`src/rtl/bsup_pkg.sv`:
```
package bsup_pkg;
  localparam int unsigned CTRL_W       = 3;
  localparam int unsigned BIT_USER     = 0;
  localparam int unsigned BIT_CLR_TO   = 1;
  localparam int unsigned BIT_CLR_PAR  = 2;

  typedef struct packed {
    logic user_wr;
    logic user_val;
    logic clr_to;
    logic clr_par;
  } bsup_cmd_t;
endpackage

```
`src/rtl/bsup_rst_sync.sv`:
```
module bsup_rst_sync (
  input  logic clk,
  input  logic aux_rst_n,
  input  logic init_rst_n,
  output logic rst_n
);
  logic raw_n;
  logic [1:0] sync_q;

  assign raw_n = aux_rst_n & init_rst_n;

  always_ff @(posedge clk or negedge raw_n) begin
    if (!raw_n) sync_q <= 2'b00;
    else        sync_q <= {sync_q[0], 1'b1};
  end

  assign rst_n = sync_q[1];
endmodule

```
`src/rtl/bsup_access_timer.sv`:
```
module bsup_access_timer #(
  parameter int unsigned TIMEOUT_CYC = 160000
) (
  input  logic clk,
  input  logic rst_n,
  input  logic acc_start,
  input  logic acc_ack,
  output logic expire,
  output logic force_rdy
);
  localparam int unsigned CW = $clog2(TIMEOUT_CYC + 1);
  localparam logic [CW-1:0] LAST = CW'(TIMEOUT_CYC - 1);

  logic          busy_q, busy_d;
  logic [CW-1:0] cnt_q, cnt_d;
  logic          rdy_q, rdy_d;

  always_comb begin
    busy_d = busy_q;
    cnt_d  = cnt_q;
    expire = 1'b0;
    if (acc_start) begin
      busy_d = 1'b1;
      cnt_d  = '0;
    end else if (busy_q) begin
      if (acc_ack) begin
        busy_d = 1'b0;
      end else if (cnt_q == LAST) begin
        busy_d = 1'b0;
        expire = 1'b1;
      end else begin
        cnt_d = cnt_q + 1'b1;
      end
    end
    rdy_d = expire;
  end

  always_ff @(posedge clk or negedge rst_n) begin
    if (!rst_n) begin
      busy_q <= 1'b0;
      cnt_q  <= '0;
      rdy_q  <= 1'b0;
    end else begin
      busy_q <= busy_d;
      if (busy_d) cnt_q <= cnt_d;
      rdy_q  <= rdy_d;
    end
  end

  assign force_rdy = rdy_q;

  a_r2_rdy_single: assert property (@(posedge clk) disable iff (!rst_n)
    force_rdy |=> !force_rdy);
  a_r2_cnt_bound: assert property (@(posedge clk) disable iff (!rst_n)
    busy_q |-> (cnt_q <= LAST));
  a_r3_ack_cancels: assert property (@(posedge clk) disable iff (!rst_n)
    (busy_q && acc_ack && !acc_start) |=> (!busy_q && !force_rdy));
  a_r4_restart: assert property (@(posedge clk) disable iff (!rst_n)
    acc_start |=> (busy_q && cnt_q == '0 && !force_rdy));
endmodule

```
`src/rtl/bsup_activity.sv`:
```
module bsup_activity #(
  parameter int unsigned HOLD_CYC = 16000
) (
  input  logic clk,
  input  logic rst_n,
  input  logic cyc_start,
  output logic led_active
);
  localparam int unsigned HW = $clog2(HOLD_CYC + 1);
  localparam logic [HW-1:0] HOLD = HW'(HOLD_CYC);

  logic [HW-1:0] hold_q, hold_d;
  logic          hold_en;

  always_comb begin
    hold_d  = hold_q;
    hold_en = 1'b0;
    if (cyc_start) begin
      hold_d  = HOLD;
      hold_en = 1'b1;
    end else if (hold_q != '0) begin
      hold_d  = hold_q - 1'b1;
      hold_en = 1'b1;
    end
  end

  always_ff @(posedge clk or negedge rst_n) begin
    if (!rst_n)       hold_q <= '0;
    else if (hold_en) hold_q <= hold_d;
  end

  assign led_active = (hold_q != '0);

  a_r8_retrigger: assert property (@(posedge clk) disable iff (!rst_n)
    cyc_start |=> (led_active && hold_q == HOLD));
  a_r8_stays_dark: assert property (@(posedge clk) disable iff (!rst_n)
    (!led_active && !cyc_start) |=> !led_active);
endmodule

```
`src/rtl/bsup_status.sv`:
```
module bsup_status
  import bsup_pkg::*;
#(
  parameter int unsigned REG_AW    = 8,
  parameter logic [REG_AW-1:0] CTRL_ADDR = 8'h5C
) (
  input  logic              clk,
  input  logic              rst_n,
  input  logic              expire,
  input  logic              par_err_local,
  input  logic              par_err_sys,
  input  logic              reg_wr,
  input  logic [REG_AW-1:0] reg_addr,
  input  logic [CTRL_W-1:0] reg_wdata,
  output logic              led_timeout,
  output logic              led_parity,
  output logic              led_user,
  output logic              irq
);
  bsup_cmd_t cmd;
  logic hit;
  logic to_q, to_d, par_q, par_d, usr_q, irq_q, irq_d;
  logic to_en, par_en, irq_en;

  always_comb begin
    hit          = reg_wr && (reg_addr == CTRL_ADDR);
    cmd.user_wr  = hit;
    cmd.user_val = reg_wdata[BIT_USER];
    cmd.clr_to   = hit && reg_wdata[BIT_CLR_TO];
    cmd.clr_par  = hit && reg_wdata[BIT_CLR_PAR];
  end

  always_comb begin
    to_en  = expire | cmd.clr_to;
    to_d   = expire;
    irq_en = expire | cmd.clr_to;
    irq_d  = expire;
    par_en = par_err_local | par_err_sys | cmd.clr_par;
    par_d  = par_err_local | par_err_sys;
  end

  always_ff @(posedge clk or negedge rst_n) begin
    if (!rst_n) begin
      to_q  <= 1'b0;
      irq_q <= 1'b0;
      par_q <= 1'b0;
      usr_q <= 1'b0;
    end else begin
      if (to_en)       to_q  <= to_d;
      if (irq_en)      irq_q <= irq_d;
      if (par_en)      par_q <= par_d;
      if (cmd.user_wr) usr_q <= cmd.user_val;
    end
  end

  assign led_timeout = to_q;
  assign irq         = irq_q;
  assign led_parity  = par_q;
  assign led_user    = usr_q;

  a_r6_expire_wins: assert property (@(posedge clk) disable iff (!rst_n)
    expire |=> (led_timeout && irq));
  a_r5_held: assert property (@(posedge clk) disable iff (!rst_n)
    (irq && !(reg_wr && reg_addr == CTRL_ADDR && reg_wdata[BIT_CLR_TO])) |=> irq);
  a_r7_parity_set: assert property (@(posedge clk) disable iff (!rst_n)
    (par_err_local || par_err_sys) |=> led_parity);
  a_r9_miss_ignored: assert property (@(posedge clk) disable iff (!rst_n)
    (reg_addr != CTRL_ADDR) |=> $stable(led_user));
endmodule

```
`src/rtl/bus_supervisor.sv`:
```
module bus_supervisor
  import bsup_pkg::*;
#(
  parameter int unsigned TIMEOUT_CYC = 160000,
  parameter int unsigned HOLD_CYC    = 16000,
  parameter int unsigned REG_AW      = 8,
  parameter logic [REG_AW-1:0] CTRL_ADDR = 8'h5C
) (
  input  logic              clk,
  input  logic              aux_rst_n,
  input  logic              init_rst_n,
  input  logic              acc_start,
  input  logic              acc_ack,
  input  logic              par_err_local,
  input  logic              par_err_sys,
  input  logic              cyc_start,
  input  logic              reg_wr,
  input  logic [REG_AW-1:0] reg_addr,
  input  logic [CTRL_W-1:0] reg_wdata,
  output logic              force_rdy,
  output logic              irq,
  output logic              led_timeout,
  output logic              led_parity,
  output logic              led_active,
  output logic              led_user
);
  logic rst_n;
  logic expire;

  bsup_rst_sync u_rst (
    .clk        (clk),
    .aux_rst_n  (aux_rst_n),
    .init_rst_n (init_rst_n),
    .rst_n      (rst_n)
  );

  bsup_access_timer #(.TIMEOUT_CYC(TIMEOUT_CYC)) u_timer (
    .clk       (clk),
    .rst_n     (rst_n),
    .acc_start (acc_start),
    .acc_ack   (acc_ack),
    .expire    (expire),
    .force_rdy (force_rdy)
  );

  bsup_activity #(.HOLD_CYC(HOLD_CYC)) u_act (
    .clk        (clk),
    .rst_n      (rst_n),
    .cyc_start  (cyc_start),
    .led_active (led_active)
  );

  bsup_status #(.REG_AW(REG_AW), .CTRL_ADDR(CTRL_ADDR)) u_stat (
    .clk           (clk),
    .rst_n         (rst_n),
    .expire        (expire),
    .par_err_local (par_err_local),
    .par_err_sys   (par_err_sys),
    .reg_wr        (reg_wr),
    .reg_addr      (reg_addr),
    .reg_wdata     (reg_wdata),
    .led_timeout   (led_timeout),
    .led_parity    (led_parity),
    .led_user      (led_user),
    .irq           (irq)
  );

  a_r5_rdy_with_status: assert property (@(posedge clk) disable iff (!rst_n)
    force_rdy |-> (led_timeout && irq));
  a_r1_quiet_in_reset: assert property (@(posedge clk)
    $fell(rst_n) |=> (!force_rdy && !irq && !led_timeout && !led_parity && !led_active && !led_user));
endmodule

```
`config.mk`:
```
export PLATFORM = sky130hd
export DESIGN_NAME = bus_supervisor
export DESIGN_NICKNAME = d
export VERILOG_FILES = /design/src/rtl/bsup_pkg.sv /design/src/rtl/bsup_rst_sync.sv /design/src/rtl/bsup_access_timer.sv /design/src/rtl/bsup_activity.sv /design/src/rtl/bsup_status.sv /design/src/rtl/bus_supervisor.sv
export SDC_FILE = /design/constraint.sdc
export NUM_CORES = 1
export LEC_CHECK = 0
export BUFFER_PORTS_ARGS = -buffer_cell sky130_fd_sc_hd__buf_2
export CELL_PAD_IN_SITES_DETAIL_PLACEMENT = 0
export CELL_PAD_IN_SITES_GLOBAL_PLACEMENT = 2
export CORE_AREA = 2 2 85 87
export DETAILED_ROUTE_END_ITERATION = 10
export DIE_AREA = 0 0 87 89
export PLACE_DENSITY_LB_ADDON = 0.1
export SLEW_MARGIN = 20
export SYNTH_ARGS = -nofsm -noshare
export SYNTH_HDL_FRONTEND = slang
export SYNTH_SLANG_ARGS = --single-unit
```
`constraint.sdc`:
```
create_clock -name clk -period 1.2 [get_ports clk]
set_input_delay 0.18 -clock clk [delete_from_list [all_inputs] [get_ports clk]]
set_output_delay 0.18 -clock clk [all_outputs]
set_load 0.01 [all_outputs]
```
== Word-level counts from Yosys, hierarchy flattened ==
Cells that the tools add are included.
Storage, ports and cells
  input port bits: 20
  ROM bits: 0
  memories kept: 0
  latch bits: 0
  output and inout port bits: 6
  bits in writable memories: 0
  register bits after elaboration: 39
Operators by class
  equal/unequal tests: 4
  div/mod/pow operators: 0
  multipliers: 0
  order comparisons: 0
  shift-type cells: 0
  muxes and demuxes: 16
  bitwise logic cells: 4
  reduce and logical (&&, ||, !) cells: 8
  add/sub/neg operators: 2
Operators by type and width (count)
  $mux W18: 4
  $mux W14: 2
  $add A18 B1 Y18 const B: 1
  $eq A18 B18 Y1 const B: 1
  $reduce_bool A14 Y1: 1
  $sub A14 B1 Y14 const B: 1
  $mux W1: 10
  $eq A8 B7 Y1 const B: 1
  $ne A2 B2 Y1 const B: 2
  $reduce_and A4 Y1: 1
  $reduce_bool A2 Y1: 2
  $logic_and A1 B1 Y1: 3
  $or A1 B1 Y1: 3
  $reduce_and A2 Y1: 1
  $and A1 B1 Y1: 1

== Depth between registers and ports, before layout ==
Gate-level depths: netlist of the first run.
  depth in word-level cells: 6
  depth in mapped cells: 7

== Hierarchy ==
From an unflattened synthesis of the first run, not the netlist that was laid out.
Unflattened totals
  cell total of the unflattened synthesis: 206
  area total of the unflattened synthesis: 2062.0 um^2
Modules (own cells, without submodules)
  bsup_access_timer: seq. area each 500.5 um^2, area each 1058.5 um^2, cells each 109, instances 1
  bsup_activity: seq. area each 350.3 um^2, area each 784.5 um^2, cells each 79, instances 1
  bsup_status: seq. area each 75.1 um^2, area each 158.9 um^2, cells each 14, instances 1
  bsup_rst_sync: seq. area each 50.0 um^2, area each 60.1 um^2, cells each 4, instances 1

== Worst setup path before layout of the first run ==
Ideal clock, no wire load.
  path kind: reg2reg
  start: reg u_act.hold_q[0]
  end: reg u_act.hold_q[8]
  clock period less this slack: 1.774 ns
  required time: 1.072 ns
  path slack: -0.574 ns
  cell stages (with the launch flop): 8
  data arrival time: 1.647 ns
  path buffers: 1
  cell sequence: dfrtp_1 inv_1 ha_1 nor3b_1 and3_1 buf_6 nor4_1 mux2_1
Between the ends
  cells in the longest elaborated chain, start to end: 4
Ends and longest elaborated chain
  start, declared: RTL line bsup_activity.sv:12  | logic [HW-1:0] hold_q, hold_d;
  start signal, assigned: RTL line bsup_activity.sv:29  | else if (hold_en) hold_q <= hold_d;
  parallel branches: the longest is 4 deep, another holds $sub A14 B1 Y14
Several ways; the timed one is not identified. The select of a mux whose other input is x is not followed.
A chain may end at the register's enable or synchronous reset.

== Worst setup path after layout of the first run ==
  start: reg u_act.hold_q[1]
  end: out led_active
Between the ends
  cells in the longest elaborated chain, start to end: 1
Ends and longest elaborated chain
  $reduce_bool A14 Y1: RTL line bsup_activity.sv:32  | assign led_active = (hold_q != '0);
  end, declared: RTL line bus_supervisor.sv:24  | output logic led_active,
No other way between the ends.

==> impl_metrics.toml, run 1 <==
[global_route]
grt.total_usage_pct = 17.2
gr-total-overflow = 0
first_global_vias = 2263
antenna_found_initial = 0
grt_pass1_wl_mm = 10.6
grt_start_max_net_pins = 38

[clock_tree]
cts_tree = "built"
insertion_delay_ps = 290
cts_sinks = 39
cts_buffers = 5
cts_root_buf = "clkbuf_8"
clkTransAtPathRegs_ps = 80
clk_path_buf_depth = 2
htreeDepth = 2

[yosys]
netlist_area_um2 = 2180
yosys_register_bits = 39
yosysSeqAreaShare_pct = 44.7
synth_edf_count = 0
yosysWarnings = 0
synth_fa_ha_area_share_pct = 1.72
synth_ff_type = "dfrtp_1"
synth_xor_area_share_pct = 2.41
synth_mux_area_share_pct = 1.95
synth_top_family_by_area = "simple AND/OR/NAND/NOR gates"
synth.avg_cell_area_um2 = 9.54
synthArstFlopShare_pct = 100
synth_compound_area_share_pct = 13.4
syn_inst = 229
synth_simple_gate_area_share_pct = 31.2
synth_cell_types = 57
syn-num-nets = 252

[hold_path]
min_path_type = "in -> reg"

[power_and_ir_drop]
p_leak_nw = 1.66
switching_share_pct = 29.0
pwr-share-comb_pct = 27.2
power-per-cell-area_nw_per_um2 = 870
power.total_mw = 3.18
peakVddDrop_mv = 0.371
switching_power_uw = 921
clockPowerShare_pct = 27.7
p_seq_share_pct = 45.1
p_int_mw = 2.26

[timing]
fin_crit_ps = 1750
fmax_ghz = 0.570
whs_ps = 64.5
fin_setup_tns_ps = -13880
fin_crit_sh_pct = 146
rsz0062_at_grt = "yes"
setup_viol = 36
slew_violations = 0
fin_ws_ps = -554
hold_viol_final = 0
skew_ps = 10.0

[die]
num_rows = 30
fp.dieH_um = 89
die-area_um2 = 7740
core-area_um2 = 6720
ioPinCount = 26
start_util_pct = 32.5
fp.dieW_um = 87

[drt]
wl_mm = 6.25
drtIter0Drc = 97
avgRoutedWirePerCell_um = 14.5
vias_per_cell = 5.15
vias = 2218
drc = 0
antenna_left = 0
dr.pass1.iters = 4

[placed_design]
port_buffers = 25
hpwl_mm = 4.08
gp_congestion = 0.808

[final_layout]
layout_common_cells = "buf_4, dfrtp_1, buf_2"
drive_gt1_share_pct = 54.7
antenna_cells = 0
layout.nets = 373
final_common_cell = "buf_4"
syn2layout_area_growth_pct = 67.5

[job]
max_cap_violations = 0

[critical_path]
end_kind = "output port"
worstPathRequired_ps = 1020
cp_data_arrival_time_ps = 1570
critPathLaunchType = "flop"
path_class = "reg -> out"
cp_max_fo = 2

[status]
status = "finished, violations left"
violations = "negative setup slack"
==> power by group through the flow <==
stage | clock network [mW] | logic [mW] | registers, mW
CTS | 0.924 | 0.780 | 1.44
global route | 0.980 | 0.945 | 1.44
detailed placement | 0 | 0.593 | 1.46
global placement | 0 | 0.591 | 1.46
finish | 0.882 | 0.864 | 1.43
floorplan | 0 | 0.269 | 1.49
==> critical path, cell delays in order, from the launching register on <==
cell and delay, ps:
dfrtp_1 390, inv_2 90, ha_4 130, nor3b_4 190, buf_4 140, nand4_1 100, buf_6 140, buf_6 110
==> routing by layer <==
layer | track usage (%) | vias up | wire, µm
met2 | 30.1 | 29 | 3120
met3 | 2.49 | 6 | 139
met4 | 4.83 | 0 | 61
li1 | - | 1101 | -
met1 | 22.1 | 1082 | 2930
met5 | 0 | - | 0
==> per-stage QoR <==
step	util, %	std cells	worst slack (ps)	instance area (µm²)
final	54.5	431	-554	3660
after global routing	54.5	431	-640	3660
after CTS	52.3	425	-559	3510
after detailed placement	44.8	395	-526	3010
after global placement	44.8	395	-490	3010
after floorplan	-	229	-464	2310
==> final cells by class <==
class / instances / area, µm²
Clock buffer: 5 / 68.8
Clock inverter: 3 / 15.0
Fill cell: 604 / 3060
Inverter: 8 / 35.0
Multi-Input combinational cell: 172 / 1500
Sequential cell: 39 / 981
Tap cell: 80 / 100
Timing Repair Buffer: 124 / 956
==> Yosys cell counts (all sizes together), types with 2 or more instances <==
master  instances  area [µm²]
nor3b           2        15.0
dfrtp          39         976
or3             8        50.1
a211oi          3        27.5
o31a            2        17.5
a21oi          14        73.8
nand3b          2        15.0
clkbuf          5        18.8
and3            6        37.5
nand3           8        40.0
buf             7        48.8
mux2i           2        20.0
mux2            2        22.5
xnor2           5        43.8
a31oi           2        12.5
nand2b          3        18.8
or4b            3        30.0
o31ai           3        22.5
inv             8        30.0
nand4          12        75.1
or4             4        30.0
nor3            9        50.1
or2             2        12.5
nor4            6        52.6
nor4bb          3        30.0
nand2          12        45.0
nor2           22        82.6
ha              3        37.5
and4            3        26.3
nor2b           6        37.5
o21ai           6        30.0
==> state kept, by name, summed over array words and instances (netlist names) <==
register and flops:
u_rst.sync_q 2, u_timer.cnt_q 18, u_timer.busy_q 1, u_act.hold_q 14
u_timer.force_rdy 1, u_stat.led_parity 1, u_stat.led_timeout 1, u_stat.led_user 1
==> path summary, 6_finish.rpt <==
path	end	slack [ps]	from	depth (start not counted)
max	led_active	-550	u_act.hold_q[1]$_DFFE_PN0P_	7
min	u_stat.led_parity$_DFFE_PN0P_	60	par_err_local	3
max reg2reg	u_act.hold_q[5]$_DFFE_PN0P_	-520	u_act.hold_q[0]$_DFFE_PN0P_	7
min reg2reg	u_stat.led_parity$_DFFE_PN0P_	230	u_rst.sync_q[1]$_DFF_PN0_	1
max in group asynchronous	u_rst.sync_q[1]$_DFF_PN0_	220	init_rst_n	4
min in group asynchronous	u_stat.led_parity$_DFFE_PN0P_	230	u_rst.sync_q[1]$_DFF_PN0_	1
==> logic make-up (layout without fill, tap and decap cells) <==
logic type / count (synthesis) / in the layout
other: 1 / 1
xor gates and xnor gates: 6 / 6
DFF: 39 / 39
AOI/OAI and AO/OA: 41 / 41
muxes: 4 / 4
and+or+nand+nor: 115 / 117
adders and majority gates: 3 / 3
buffers and inverters: 20 / 140
==> timing repair <==
action / CTS / global route
cloned: 2 / 1
setup endpoints to repair: 36 / 36
pin swaps: 16 / 22
gates resized for setup: 53 / 25
hold buffers: 2 / 0
hold endpoints to repair: 2 / 0
setup buffers: 19 / 6
Power figures use the tool's default switching activity.
==> run 2, diff against run 1 <==
Settings changed: PLACE_DENSITY from default to 0.84, PLACE_DENSITY_LB_ADDON 0.1 to default.
==> run 2 against run 1 <==
The flow still finishes with violations (negative setup slack). Sequential cell count unchanged. Register-to-register slack worse by 30 ps. Fmax up 0.14%. Die area unchanged. Critical endpoint is now u_act.hold_q[7]$_DFFE_PN0P_. Power down 2.2%. Clock power up 9.4%. Critical path type is now reg -> reg. Cell area down 5.1%. Critical path depth down 2. Clock-buffer cell count up 2.
==> impl_metrics.toml, run 2 (synthesized netlist as in run 1, its figures left out) <==
[status]
violations = "negative setup slack"
status = "finished, violations left"

[placed_design]
port_buffers = 25
placedCellCount = 380
dpl-instance-area_um2 = 2890
pre_cts_ws_ps = -521
hpwl_mm = 3.80
gp_congestion = 0.800

[job]
max_cap_violations = 0

[final_layout]
fillers = 602
antenna_cells = 0
layout_common_cells = "buf_4, dfrtp_1, buf_2"
fin_area_um2 = 3470
fin_cells = 414
drive_gt1_share_pct = 50.6
final_common_cell = "buf_4"
top_register = "u_timer.cnt_q"
reg.largest.list = "u_timer.cnt_q (18), u_act.hold_q (14), u_rst.sync_q (2)"
largest_reg_flops = 18
fin_util_pct = 51.7
layout.nets = 356
syn2layout_area_growth_pct = 58.9

[clock_tree]
htreeDepth = 2
cts_root_buf = "clkbuf_8"
cts_tree = "built"
cts_sinks = 39
cts_buffers = 5
clk_path_buf_depth = 2
clkTransAtPathRegs_ps = 80
insertion_delay_ps = 300

[power_and_ir_drop]
peakVddDrop_mv = 0.407
power-per-cell-area_nw_per_um2 = 896
p_leak_nw = 1.55
power.total_mw = 3.11

[critical_path]
crit_family = "simple AND/OR/NAND/NOR gates"
slowest_stage = "dfrtp_1"
cp_data_arrival_time_ps = 1930
cp_max_fo = 10
worstPathRequired_ps = 1380
critPathLaunchType = "flop"
crit_buf_inv = 1
crit_chain = "nor4_4, buf_4, and3_4, nor4_1, or3_1"
end_kind = "flop"
slowest_delay_ps = 410
path_class = "reg -> reg"

[timing]
setup_viol = 36
skew_ps = 7.62
slew_violations = 0
fin_ws_ps = -551
rsz0062_at_grt = "yes"
hold_viol_final = 0
fin_crit_sh_pct = 146
fin_crit_ps = 1750
fmax_ghz = 0.571

[drt]
met2_wirelength_mm = 3.01
vias_per_cell = 5.17
antenna_left = 0
met1_length_mm = 2.52
drtIter0Drc = 33
wl_met3_um = 183
wl_mm = 5.79
vias = 2142
drc = 0
top_layer = "met4"
avgRoutedWirePerCell_um = 14.0
dr.pass1.iters = 4

[global_route]
grt_pass1_wl_mm = 9.95
first_global_vias = 2157
antenna_found_initial = 0
grt.total_usage_pct = 16.3
gr-total-overflow = 0
grt_start_max_net_pins = 38

[die]
start_util_pct = 32.5
fp.dieW_um = 87
num_rows = 30
ioPinCount = 26
fp.dieH_um = 89
die-area_um2 = 7740
core-area_um2 = 6720

[hold_path]
min_path_type = "in -> reg"
==> run 2: cell types whose count changed in the layout (fill, tap and decap cells not counted), moves of 2 or more <==
cell | before | now
clkinv_2 | 3 | 0
dfrtp_1 | 35 | 37
dfrtp_2 | 4 | 2
buf_6 | 18 | 13
buf_4 | 79 | 69
==> run 2: repair_timing <==
item | CTS | global route
hold buffers | 2 | 0
resized for setup | 41 | 23
pin swaps | 10 | 18
buffers inserted | 18 | 8
endpoints found under the hold margin | 2 | 0
setup endpoints to repair | 36 | 36
gates cloned | 1 | 0
==> run 2: final cells by class <==
class | count | area [µm²] | area share (%)
well taps | 80 | 100 | 2.88
flip-flops and latches | 39 | 978 | 28.2
inverters | 8 | 35.0 | 1.01
repair buffers | 109 | 825 | 23.7
clock buffers | 7 | 86.3 | 2.49
multi-input cells | 170 | 1440 | 41.4
clock inverters | 1 | 8.76 | 0.252
==> run 2: stage by stage <==
stage	hold slack [ps]	setup TNS (ps)
2_1_floorplan	-13.7	-10490
3_3_place_gp	70.2	-13400
3_5_place_dp	74.7	-13710
4_1_cts	54.1	-13900
5_1_grt	71.2	-17030
6_report	57.8	-14690
==> run 2: where the power goes <==
| group | leakage [nW] | internal, mW | switching (mW) | total, mW |
|---|---|---|---|---|
| registers | 0.491 | 1.38 | 0.0573 | 1.43 |
| clock network | 0.0484 | 0.471 | 0.494 | 0.965 |
| logic | 1.01 | 0.386 | 0.326 | 0.712 |
==> run 2: final timing paths <==
check | slack (ps) | cells past startpoint | to | start
max in group asynchronous | 260 | 4 | u_rst.sync_q[0]$_DFF_PN0_ | init_rst_n
hold reg to reg | 230 | 1 | u_act.hold_q[7]$_DFFE_PN0P_ | u_rst.sync_q[1]$_DFF_PN0_
setup reg to reg | -550 | 5 | u_act.hold_q[7]$_DFFE_PN0P_ | u_act.hold_q[6]$_DFFE_PN0P_
min in group asynchronous | 230 | 1 | u_act.hold_q[7]$_DFFE_PN0P_ | u_rst.sync_q[1]$_DFF_PN0_
hold / removal | 60 | 3 | u_stat.led_parity$_DFFE_PN0P_ | par_err_local
setup / recovery | -550 | 5 | u_act.hold_q[7]$_DFFE_PN0P_ | u_act.hold_q[6]$_DFFE_PN0P_
==> run 2: routing by layer <==
| metal | global-route usage, % | up-vias |
|---|---|---|
| li1 | - | 1060 |
| met1 | 19.7 | 1050 |
| met2 | 29.1 | 25 |
| met3 | 3.97 | 7 |
| met4 | 4.55 | 0 |
| met5 | 0 | - |
==> run 2: worst min-delay path: cells and delay by family <==
kind	cells	cell delay [ps]
buffers and inverters	1	70
AND/OR/NAND/NOR	2	70
